--- config.mk ---
export PLATFORM = sky130hd
export DESIGN_NAME = ea_gen
export DESIGN_NICKNAME = d
export VERILOG_FILES = /design/src/rtl/ea_pkg.sv /design/src/rtl/ea_arith.sv /design/src/rtl/ea_ind_fetch.sv /design/src/rtl/ea_gen.sv
export SDC_FILE = /design/constraint.sdc
export NUM_CORES = 1
export LEC_CHECK = 0
export ABC_AREA = 0
export ABC_CLOCK_PERIOD_IN_PS = 2500
export BUFFER_PORTS_ARGS = -buffer_cell sky130_fd_sc_hd__buf_2
export CAP_MARGIN = 20
export CORE_UTILIZATION = 43
export CTS_CLUSTER_SIZE = 10
export DETAILED_ROUTE_END_ITERATION = 10
export GPL_ROUTABILITY_DRIVEN = 0
export PLACE_DENSITY = 0.78
export RECOVER_POWER = 100
export SLEW_MARGIN = 15
export SYNTH_ARGS = -nofsm -noshare
export SYNTH_HDL_FRONTEND = slang
export SYNTH_SLANG_ARGS = --single-unit
--- constraint.sdc ---
create_clock -name clk -period 2.5 [get_ports clk]
set_clock_uncertainty 0.2 [all_clocks]
set_input_delay 0 -clock clk [delete_from_list [all_inputs] [get_ports clk]]
set_output_delay 0 -clock clk [all_outputs]
set_load 0.01 [all_outputs]
--- src/rtl/ea_pkg.sv ---
package ea_pkg;
  localparam int unsigned EA_AW = 16;
  localparam int unsigned EA_SW = 8;

  typedef enum logic [2:0] {
    EA_RIND    = 3'd0,
    EA_DISP    = 3'd1,
    EA_POSTINC = 3'd2,
    EA_PREDEC  = 3'd3,
    EA_ABS8    = 3'd4,
    EA_ABS16   = 3'd5,
    EA_PCREL   = 3'd6,
    EA_MEMIND  = 3'd7
  } ea_mode_e;

  typedef enum logic [1:0] {
    FS_IDLE = 2'd0,
    FS_WAIT = 2'd1,
    FS_DONE = 2'd2
  } fetch_state_e;
endpackage

--- src/rtl/ea_arith.sv ---
module ea_arith
  import ea_pkg::*;
#(
  parameter int unsigned AW = EA_AW,
  parameter int unsigned SW = EA_SW
) (
  input  ea_mode_e        mode,
  input  logic            word_sz,
  input  logic [AW-1:0]   reg_val,
  input  logic [AW-1:0]   ext_word,
  input  logic [AW-1:0]   pc,
  output logic [AW-1:0]   addr,
  output logic [AW-1:0]   wb_val,
  output logic            wb_req,
  output logic            misalign,
  output logic            indirect,
  output logic [AW-1:0]   ind_ptr
);
  localparam int unsigned HW = AW - SW;

  function automatic logic [AW-1:0] f_step(input logic wsz);
    f_step = wsz ? AW'(2) : AW'(1);
  endfunction

  function automatic logic [AW-1:0] f_top_page(input logic [SW-1:0] b);
    f_top_page = {{HW{1'b1}}, b};
  endfunction

  function automatic logic [AW-1:0] f_bottom_page(input logic [SW-1:0] b);
    f_bottom_page = {{HW{1'b0}}, b};
  endfunction

  function automatic logic [AW-1:0] f_branch(input logic [AW-1:0] p,
                                             input logic [SW-1:0] d);
    f_branch = p + {{HW{d[SW-1]}}, d};
  endfunction

  logic [SW-1:0] short_fld;
  logic          need_even;
  logic [AW-1:0] chk_val;

  assign short_fld = ext_word[SW-1:0];
  assign ind_ptr   = f_bottom_page(short_fld);
  assign indirect  = (mode == EA_MEMIND);

  always_comb begin
    addr      = reg_val;
    wb_val    = reg_val;
    wb_req    = 1'b0;
    need_even = word_sz;
    chk_val   = reg_val;
    unique case (mode)
      EA_RIND: begin
        addr    = reg_val;
        chk_val = reg_val;
      end
      EA_DISP: begin
        addr    = reg_val + ext_word;
        chk_val = addr;
      end
      EA_POSTINC: begin
        addr    = reg_val;
        wb_val  = reg_val + f_step(word_sz);
        wb_req  = 1'b1;
        chk_val = reg_val;
      end
      EA_PREDEC: begin
        addr    = reg_val - f_step(word_sz);
        wb_val  = addr;
        wb_req  = 1'b1;
        chk_val = reg_val;
      end
      EA_ABS8: begin
        addr    = f_top_page(short_fld);
        chk_val = addr;
      end
      EA_ABS16: begin
        addr    = ext_word;
        chk_val = addr;
      end
      EA_PCREL: begin
        addr      = f_branch(pc, short_fld);
        need_even = 1'b1;
        chk_val   = addr;
      end
      EA_MEMIND: begin
        addr      = ind_ptr;
        need_even = 1'b1;
        chk_val   = ind_ptr;
      end
      default: begin
        addr = reg_val;
      end
    endcase
  end

  assign misalign = need_even & chk_val[0];
endmodule

--- src/rtl/ea_ind_fetch.sv ---
module ea_ind_fetch
  import ea_pkg::*;
#(
  parameter int unsigned AW = EA_AW
) (
  input  logic          clk,
  input  logic          rst_n,
  input  logic          launch,
  input  logic [AW-1:0] ptr,
  output logic          idle,
  output logic          mem_req,
  output logic [AW-1:0] mem_addr,
  input  logic          mem_valid,
  input  logic [AW-1:0] mem_rdata,
  output logic          fetch_done,
  output logic [AW-1:0] target
);
  fetch_state_e  st_q;
  logic [AW-1:0] ptr_q;
  logic [AW-1:0] tgt_q;
  logic          beat;

  assign idle       = (st_q == FS_IDLE);
  assign mem_req    = (st_q == FS_WAIT);
  assign mem_addr   = ptr_q;
  assign beat       = mem_req & mem_valid;
  assign fetch_done = (st_q == FS_DONE);
  assign target     = tgt_q;

  always_ff @(posedge clk or negedge rst_n) begin
    if (!rst_n) begin
      st_q  <= FS_IDLE;
      ptr_q <= '0;
      tgt_q <= '0;
    end else begin
      unique case (st_q)
        FS_IDLE: if (launch) begin
          st_q  <= FS_WAIT;
          ptr_q <= ptr;
        end
        FS_WAIT: if (beat) begin
          st_q  <= FS_DONE;
          tgt_q <= mem_rdata;
        end
        FS_DONE: st_q <= FS_IDLE;
        default: st_q <= FS_IDLE;
      endcase
    end
  end

  assert_req_hold_R7: assert property (@(posedge clk) disable iff (!rst_n)
    (mem_req && !mem_valid) |=> (mem_req && $stable(mem_addr)));
  assert_done_after_beat_R7: assert property (@(posedge clk) disable iff (!rst_n)
    beat |=> (fetch_done && !mem_req));
  assert_target_is_data_R7: assert property (@(posedge clk) disable iff (!rst_n)
    beat |=> (target == $past(mem_rdata)));
  assert_req_even_R8: assert property (@(posedge clk) disable iff (!rst_n)
    mem_req |-> !mem_addr[0]);
endmodule

--- src/rtl/ea_gen.sv ---
module ea_gen
  import ea_pkg::*;
#(
  parameter int unsigned AW = EA_AW,
  parameter int unsigned SW = EA_SW
) (
  input  logic          clk,
  input  logic          rst_n,
  input  logic          start,
  input  logic [2:0]    mode,
  input  logic          word_sz,
  input  logic [AW-1:0] reg_val,
  input  logic [AW-1:0] ext_word,
  input  logic [AW-1:0] pc,
  output logic          mem_req,
  output logic [AW-1:0] mem_addr,
  input  logic          mem_valid,
  input  logic [AW-1:0] mem_rdata,
  output logic          done,
  output logic [AW-1:0] ea,
  output logic          fault,
  output logic          reg_we,
  output logic [AW-1:0] reg_wdata
);
  ea_mode_e      mode_e;
  logic [AW-1:0] calc_addr;
  logic [AW-1:0] calc_wb;
  logic          calc_wb_req;
  logic          calc_misalign;
  logic          calc_indirect;
  logic [AW-1:0] calc_ptr;
  logic          f_idle;
  logic          f_done;
  logic [AW-1:0] f_target;
  logic          accept;
  logic          launch;
  logic          quick_done;

  assign mode_e = ea_mode_e'(mode);

  ea_arith #(.AW(AW), .SW(SW)) u_arith (
    .mode     (mode_e),
    .word_sz  (word_sz),
    .reg_val  (reg_val),
    .ext_word (ext_word),
    .pc       (pc),
    .addr     (calc_addr),
    .wb_val   (calc_wb),
    .wb_req   (calc_wb_req),
    .misalign (calc_misalign),
    .indirect (calc_indirect),
    .ind_ptr  (calc_ptr)
  );

  assign accept     = start & f_idle;
  assign launch     = accept & calc_indirect & ~calc_misalign;
  assign quick_done = accept & (~calc_indirect | calc_misalign);

  ea_ind_fetch #(.AW(AW)) u_fetch (
    .clk        (clk),
    .rst_n      (rst_n),
    .launch     (launch),
    .ptr        (calc_ptr),
    .idle       (f_idle),
    .mem_req    (mem_req),
    .mem_addr   (mem_addr),
    .mem_valid  (mem_valid),
    .mem_rdata  (mem_rdata),
    .fetch_done (f_done),
    .target     (f_target)
  );

  assign done      = quick_done | f_done;
  assign ea        = f_done ? f_target : calc_addr;
  assign fault     = quick_done & calc_misalign;
  assign reg_we    = quick_done & calc_wb_req & ~calc_misalign;
  assign reg_wdata = calc_wb;

  assert_we_no_fault_R4: assert property (@(posedge clk) disable iff (!rst_n)
    reg_we |-> (done && !fault));
  assert_busy_quiet_R10: assert property (@(posedge clk) disable iff (!rst_n)
    mem_req |-> (!done && !reg_we));
  assert_odd_ptr_no_req_R8: assert property (@(posedge clk) disable iff (!rst_n)
    (start && f_idle && mode_e == EA_MEMIND && ext_word[0]) |=> !mem_req);
  assert_pcrel_even_R6: assert property (@(posedge clk) disable iff (!rst_n)
    (done && !f_done && mode_e == EA_PCREL && !fault) |-> !ea[0]);
  assert_idle_quiet_R11: assert property (@(posedge clk) disable iff (!rst_n)
    (!start && !f_done) |-> (!done && !fault && !reg_we));
endmodule

==> summary.txt, run 1 <==
Global routing
  • First-pass GRT wire length: 23600 um
  • Vias in the first global route: slightly below 5000
  • Global router's overall resource usage: around 28%
  • Total congestion overflow: 0
  • Pin count of the biggest net entering global routing: 27
  • Number of antenna violations at the first check in global routing: 1

Yosys
  • Leading register cell type out of synthesis: dfrtp_1
  • Combinational family with the most area after synthesis: compound AO/OA/AOI/OAI gates
  • Post-synthesis area per instance: roughly 7.5 um^2
  • Count of flip-flops with a built-in enable after synthesis: 0
  • Share of synthesized area occupied by flip-flops and latches: between 10 and 15%
  • Post-synthesis instance area: approximately 4400 um^2
  • Ys Warns: 0
  • Post-synthesis share of cell area spent on full adders, half adders and majority gates: 11.8%
  • Flop and latch count out of synthesis: 26
  • Simple-gate area share of the yosys netlist: 24.7%
  • Count of different cell masters after synthesis: 73
  • Asr flop ratio synth: 100%
  • Post-synthesis share of cell area spent on xor and xnor gates: under 10%
  • Cells after synthesis: between 500 and 600
  • Share of cell area taken by muxes after synthesis: just under 8%
  • Area fraction in compound gates after synthesis: about 28%

Clock network
  • Depth of the CTS H-tree: 1
  • Maximum root-to-sink buffer count: 2
  • CTS Root Buffer Type: clkbuf_8
  • Num CTS Buffers: 3
  • Clock tree from TritonCTS: done
  • Reg clk slew, reported paths: approximately 90 ps
  • Sinks on Clock Net: 26
  • Worst skew pair latency: about 270 ps

Setup path
  • Req. time, crit path: 2300 ps
  • Data arrival time at the worst-slack endpoint: about 2200 ps
  • Kind of critical path: in2out
  • Max incr delay on CP: between 400 and 500 ps
  • Sequence of cells on the critical path: buf_2 -> inv_1 -> ha_1 -> fa_2 -> or3b_4 -> nor4b_4 -> mux2_4 -> a211oi_2 -> a31o_1 -> o31ai_1 -> buf_2
  • CP Capture Type: output pin
  • Critical path fanouts, max: 3
  • Master of the slowest instance on the critical path: or3b_4
  • Cell mode on critical path: buf_2
  • Sort of element at the start of the critical path: input pin

Floorplanning
  • Starting utilization of the core area: 44.8%
  • Die footprint: between 10000 and 15000 um^2
  • Overall die width: around 100 um
  • Ports: between 100 and 150
  • Chip height: around 100 um
  • Core Region: ~9800 um^2
  • # rows: 36

Final layout
  • Number of cells in the finished layout apart from fillers: approximately 860
  • Synthesis-to-layout area growth: 25.7%
  • Storage element area: between 600 and 700 um^2
  • Fill cells: 958
  • Fraction of layout instances using a drive strength above 1: about a quarter
  • Post-layout net count: about 840
  • Area taken by multi-input logic gates: around 3500 um^2
  • Diode insertion count for antenna repair: 0

STA
  • Relative max-transition margin: approximately 10%
  • Final Cycle Share: between 90% and 100%
  • RSZ-0062 raised after global routing: yes
  • Worst slew pin tran: roughly 1300 ps
  • Final Hold Violating Endpoints: 0
  • Post-route setup slack: approximately 67 ps
  • Fmax: 411 MHz
  • Worst hold-check slack: between 40 and 50 ps
  • Post-layout minimum cycle time: about 2400 ps
  • Endpoints failing setup: 0
  • Final Max Slew Viols: 0

Detailed routing
  • Mean number of vias per cell: around 6.1
  • DR vias: about 5300
  • Detailed Route Iter0 Violations: around 430
  • Total routed wirelength: 15000 um
  • Detailed-route wire length per cell: 17.5 um
  • DRT Pass-1 Iters: 6
  • Remaining antenna violation count: 0
  • Number of design rule violations left after detail routing: 0

Power and ir drop
  • Switching part of the total: around two fifths
  • Sequential share of power: 30.2%
  • Sw power: slightly above 800 uW
  • Worst IR drop on VDD: ~540 uV
  • Power Internal: 1260 uW
  • Power share of the combinational group: a little over half
  • Overall power consumption: 2080 uW
  • Power per cell area: around 380 nW/um^2
  • Leakage power figure: around 0.0025 uW
  • Share of power burned in the clock network: ~17%

Place
  • Place WS: -72.0 ps
  • Port buffer count: ~120
  • Final HPWL from detailed placement: about 12000 um
  • Post-Place Cells: 831

Outcome
  • Result of the run: finished, final reports clean

Job
  • Max-cap violations: 0

Hold path
  • Hold Path Class: in2reg
-- critical path: cells and delay by family --
family	cells	cell delay [ps]
adders and majority gates	2	400
and+or+nand+nor	2	670
muxes	1	330
buffers and inverters	3	330
AOI/OAI and AO/OA	3	490
-- Yosys cell counts (4+ instances only) --
| library cell | count | area, um^2 |
|---|---|---|
| o21ai_0 | 36 | 180 |
| a21o_1 | 13 | 97.6 |
| nand4_1 | 5 | 31.3 |
| buf_4 | 8 | 60.1 |
| o31ai_1 | 5 | 37.5 |
| nor4_1 | 8 | 50.1 |
| a21oi_1 | 50 | 250 |
| mux2i_1 | 6 | 60.1 |
| o211ai_1 | 11 | 82.6 |
| mux2_2 | 25 | 282 |
| dfrtp_1 | 26 | 651 |
| o21a_1 | 5 | 37.5 |
| ha_1 | 35 | 438 |
| nor3_1 | 19 | 95.1 |
| fa_1 | 4 | 80.1 |
| o211a_1 | 4 | 40.0 |
| nor2_1 | 48 | 180 |
| nor2b_1 | 14 | 87.6 |
| nand2_1 | 40 | 150 |
| nand2b_1 | 9 | 56.3 |
| a211o_1 | 5 | 43.8 |
| xor2_1 | 13 | 114 |
| clkbuf_1 | 32 | 120 |
| o22ai_1 | 6 | 37.5 |
| xnor2_1 | 18 | 158 |
| and3_1 | 5 | 31.3 |
| a221oi_1 | 4 | 35.0 |
| nand3_1 | 22 | 110 |
| a31oi_1 | 8 | 50.1 |
| a211oi_1 | 11 | 82.6 |
| inv_1 | 23 | 86.3 |
| or3_1 | 6 | 37.5 |
-- flip-flops by register name, indices dropped and copies added (netlist names) --
name              count
u_fetch.st_q          2
u_fetch.mem_addr      8
u_fetch.target       16
-- power by group through the flow --
stage	logic, uW	registers, uW	clock network, uW
finish	1110	629	345
global route	1210	643	368
CTS	1100	627	351
detailed placement	1060	635	0
global placement	1030	623	0
floorplan	687	622	0
-- logic make-up (layout without fill, tap and decap cells) --
group           after synthesis  in the layout
compound gates              186            186
fa+ha+maj                    39             39
other cells                   1              8
simple gates                204            204
mux                          31             31
xor+xnor                     31             31
buf+inv                      70            201
flops                        26             26
-- layout by cell type (no fill, tap or decap), types with 6 or more instances in the layout --
master         Yosys  layout
clkbuf_1          32      27
nor2b_1           14      14
nand2b_1           9       9
nor4_1             8       8
ha_1              35      35
inv_1             23      23
dlygate4sd3_1      0      24
nand3_1           22      22
or3_1              6       6
mux2_2            25      24
xor2_1            13      13
nor2_1            48      48
a31oi_1            8       8
conb_1             1       8
buf_4              8      32
o211ai_1          11      11
nor3_1            19      18
o21ai_0           36      36
xnor2_1           18      18
dfrtp_1           26      26
a211oi_1          11       9
buf_2              3      88
a21oi_1           50      48
a21o_1            13      13
mux2i_1            6       6
nand2_1           40      40
o22ai_1            6       6
-- what timing repair did --
action                                  in CTS  in global routing
endpoints found under the setup margin       2                  7
buffers inserted                             0                  0
gates resized for setup                      5                  8
endpoints found under the hold margin       49                  0
pin swaps                                    0                  1
hold buffers                                24                  0
-- worst paths after layout --
path,start,end,slack (ps),cells past startpoint
setup / recovery,word_sz,ea[14],70,11
hold / removal,ext_word[7],u_fetch.mem_addr[7]$_DFFE_PN0P_,50,2
setup reg to reg,u_fetch.st_q[1]$_DFFE_PN0P_,u_fetch.target[9]$_DFFE_PN0P_,680,3
hold reg to reg,u_fetch.mem_addr[0]$_DFFE_PN0P_,u_fetch.mem_addr[0]$_DFFE_PN0P_,300,1
max in group asynchronous,rst_n,u_fetch.target[3]$_DFFE_PN0P_,960,2
min in group asynchronous,rst_n,u_fetch.mem_addr[3]$_DFFE_PN0P_,350,2
-- metal layers --
layer / wire length, um / track usage [%] / vias up
li1: - / - / 2446
met1: 5960 / 36.2 / 2474
met2: 7020 / 48.3 / 313
met3: 1530 / 4.41 / 48
met4: 496 / 11.3 / 0
met5: 0 / 0 / -
-- through the flow --
| step | util, % | instance area [um^2] | TNS (ps) |
|---|---|---|---|
| 2_1_floorplan | - | 4420 | 0 |
| 3_3_place_gp | 53.0 | 5200 | -55.5 |
| 3_5_place_dp | 53.0 | 5200 | -121 |
| 4_1_cts | 56.4 | 5540 | 0 |
| 5_1_grt | 56.3 | 5530 | -115 |
| 6_report | 56.3 | 5530 | 0 |
-- final cells by class --
cell class / count / share of cell area (%)
clock inverter: 1 / 0.543
inverter: 23 / 1.56
sequential: 26 / 11.8
tap: 133 / 3.01
clock buffer: 3 / 0.747
timing repair buffer: 174 / 18.8
multi-input combinational: 499 / 63.6
No activity file was read; power rests on OpenSTA's default activity.
==> run 2, diff against run 1 <==
RECOVER_POWER = 50   (was 100)
REMOVE_ABC_BUFFERS = 1   (was default)
==> summary.txt, run 2 (synthesis gave the netlist of run 1 again) <==
Outcome
  • Result of the run: finished, final reports clean

Global routing
  • Vias in the first global route: 4777 (-2.5%)
  • Pin count of the biggest net entering global routing: 27 (unchanged)
  • Total congestion overflow: 0 (unchanged)
  • Number of antenna violations at the first check in global routing: 0 (-1)
  • Global router's overall resource usage: 27.3% (-1.2 points)
  • First-pass GRT wire length: 22800 um (-3.6%)

Floorplanning
  • Starting utilization of the core area: 44.8% (unchanged)
  • Chip height: 103 um (unchanged)
  • Die footprint: 10600 um^2 (unchanged)
  • Ports: 124 (unchanged)
  • # rows: 36 (unchanged)
  • Overall die width: 103 um (unchanged)
  • Core Region: 9820 um^2 (unchanged)

Detailed routing
  • Detailed-route wire length per cell: 17.0 um (-2.9%)
  • Mean number of vias per cell: 5.96 (-3.1%)
  • Detailed Route Iter0 Violations: 351 (-19%)
  • Total routed wirelength: 14500 um (-3.3%)
  • DR vias: 5098 (-3.5%)
  • Remaining antenna violation count: 0 (unchanged)
  • DRT Pass-1 Iters: 5 (-1)
  • Number of design rule violations left after detail routing: 0 (unchanged)

Clock network
  • CTS Root Buffer Type: clkbuf_8
  • Num CTS Buffers: 3 (unchanged)
  • Depth of the CTS H-tree: 1 (unchanged)
  • Sinks on Clock Net: 26 (unchanged)
  • Worst skew pair latency: 270 ps (about the same)
  • Clock tree from TritonCTS: done
  • Reg clk slew, reported paths: 80 ps (about the same)
  • Maximum root-to-sink buffer count: 2 (unchanged)

Hold path
  • Hold Path Class: in2reg
  • Worst Hold Path EP: u_fetch.mem_addr[7]$_DFFE_PN0P_
  • WHS Path Cells: 2 (unchanged)
  • Startpoint of the most critical hold path: ext_word[7]

Place
  • Port buffer count: 115 (unchanged)
  • Final HPWL from detailed placement: 11600 um (-1.6%)

STA
  • Final Cycle Share: 96.4% (-0.92 points)
  • RSZ-0062 raised after global routing: no
  • Worst slew pin tran: 1360 ps (+12.3 ps)
  • Endpoints failing setup: 0 (unchanged)
  • Final Hold Violating Endpoints: 0 (unchanged)
  • Relative max-transition margin: 9.47% (-0.82 points)
  • TNS Setup: 0 ps (unchanged)
  • Post-layout minimum cycle time: 2410 ps (-23.1 ps)
  • Fmax: 415 MHz (+0.96%)
  • Final Max Slew Viols: 0 (unchanged)

Final layout
  • Commonest cells after routing, fill and taps aside: 96 x buf_2, 50 x a21oi_1, 48 x nor2_1, 40 x nand2_1, 35 x o21ai_0
  • Fraction of layout instances using a drive strength above 1: 25.4% (+1.2 points)
  • Max FFs per register: 16 (unchanged)
  • Diode insertion count for antenna repair: 0 (unchanged)
  • Post-layout net count: 836 (-0.24%)
  • Synthesis-to-layout area growth: 25.7% (unchanged)
  • Most common library cell in the layout ignoring fill and taps: buf_2

Power and ir drop
  • Power per cell area: 356 nW/um^2 (-5.6%)
  • Worst IR drop on VDD: 552 uV (+2.5%)
  • Power share of the combinational group: 56.4% (+3.1 points)
  • Sw power: 804 uW (-2.1%)
  • Sequential share of power: 32.0% (+1.8 points)
  • Power Internal: 1160 uW (-8.0%)
  • Share of power burned in the clock network: 11.5% (-5.1 points)
  • Overall power consumption: 1970 uW (-5.6%)
  • Switching part of the total: 40.9% (+1.5 points)
  • Leakage power figure: 0.00249 uW (+0.22%)

Setup path
  • Req. time, crit path: 2300 ps (about the same)
  • Beginning of the worst register-to-register path: u_fetch.st_q[1]$_DFFE_PN0P_
  • Register-to-Register Path Depth: 5 (+2)
  • Sort of element at the start of the critical path: input pin
  • Kind of critical path: in2out
  • Worst-case register-to-register setup slack: 570 ps (-110 ps)
  • Reg-to-Reg End: u_fetch.mem_addr[5]$_DFFE_PN0P_
  • Data arrival time at the worst-slack endpoint: 2210 ps (-20 ps)
  • Critical path fanouts, max: 5 (+2)
  • CP Capture Type: output pin

Job
  • Max-cap violations: 0 (unchanged)
==> run 2: changes by cell type in the layout (fill, tap and decap cells not counted), moves of 2 or more <==
cell      before  now
inv_2          0    2
a21oi_1       48   50
a21oi_2        2    0
inv_1         23   21
buf_2         88   96
clkbuf_2       3    0
buf_6          0    2
clkbuf_1      27   18
==> run 2: timing repair <==
action | CTS | global route
buffers inserted | 0 | 0
pin swaps | 1 | 5
gates resized for setup | 1 | 16
hold buffers | 24 | 0
setup endpoints to repair | 1 | 6
hold endpoints to repair | 49 | 0
==> run 2: power groups by stage <==
stage / sequential, uW / combinational [uW] / clock [uW]
after floorplan: 622 / 639 / 0
after global placement: 628 / 1020 / 0
after detailed placement: 633 / 1050 / 0
after CTS: 626 / 1090 / 237
after global routing: 643 / 1210 / 253
final: 630 / 1110 / 227
==> run 2: routing by layer <==
layer | global-route usage [%] | part of all wire, % | vias to the layer above
met4 | 9.43 | 2.4 | 0
met3 | 2.71 | 8.5 | 27
met2 | 46.2 | 47 | 288
met5 | 0 | 0 | -
met1 | 36.2 | 43 | 2347
li1 | - | - | 2436
==> run 2: metrics by stage <==
stage	hold WS (ps)	cell area (um^2)	util [%]	std cells	worst slack [ps]
2_1_floorplan	-496	4200	-	548	-102
3_3_place_gp	-182	5200	52.9	829	-23.6
3_5_place_dp	-171	5200	52.9	829	-92.3
4_1_cts	31.6	5480	55.8	856	11.7
5_1_grt	52.0	5530	56.3	856	17.0
6_report	36.5	5530	56.3	856	90.5
==> run 2: worst max-delay path, stage by stage <==
cell,delay [ps]
buf_2,130
ha_1,310
a211oi_1,250
buf_4,170
o21ai_0,170
a21oi_1,370
xnor2_1,200
a2bb2oi_1,100
o31ai_1,320
buf_2,200
==> run 2: worst max-delay path by stage <==
stage,from,slack (ps),cells after the start,to
floorplan,ext_word[0],-100,7,u_fetch.mem_addr[1]$_DFFE_PN0P_
global placement,word_sz,-20,11,ea[14]
detailed placement,word_sz,-90,11,ea[14]
CTS,word_sz,10,11,ea[14]
global route,ext_word[1],20,10,ea[11]
finish,ext_word[1],90,10,ea[11]
==> run 2: area by class of cell <==
type | count | area [um^2]
inverters | 23 | 86.3
multi-input cells | 499 | 3530
flip-flops and latches | 26 | 651
repair buffers | 172 | 1050
well taps | 133 | 166
clock buffers | 3 | 41.3
fillers | 957 | 4290
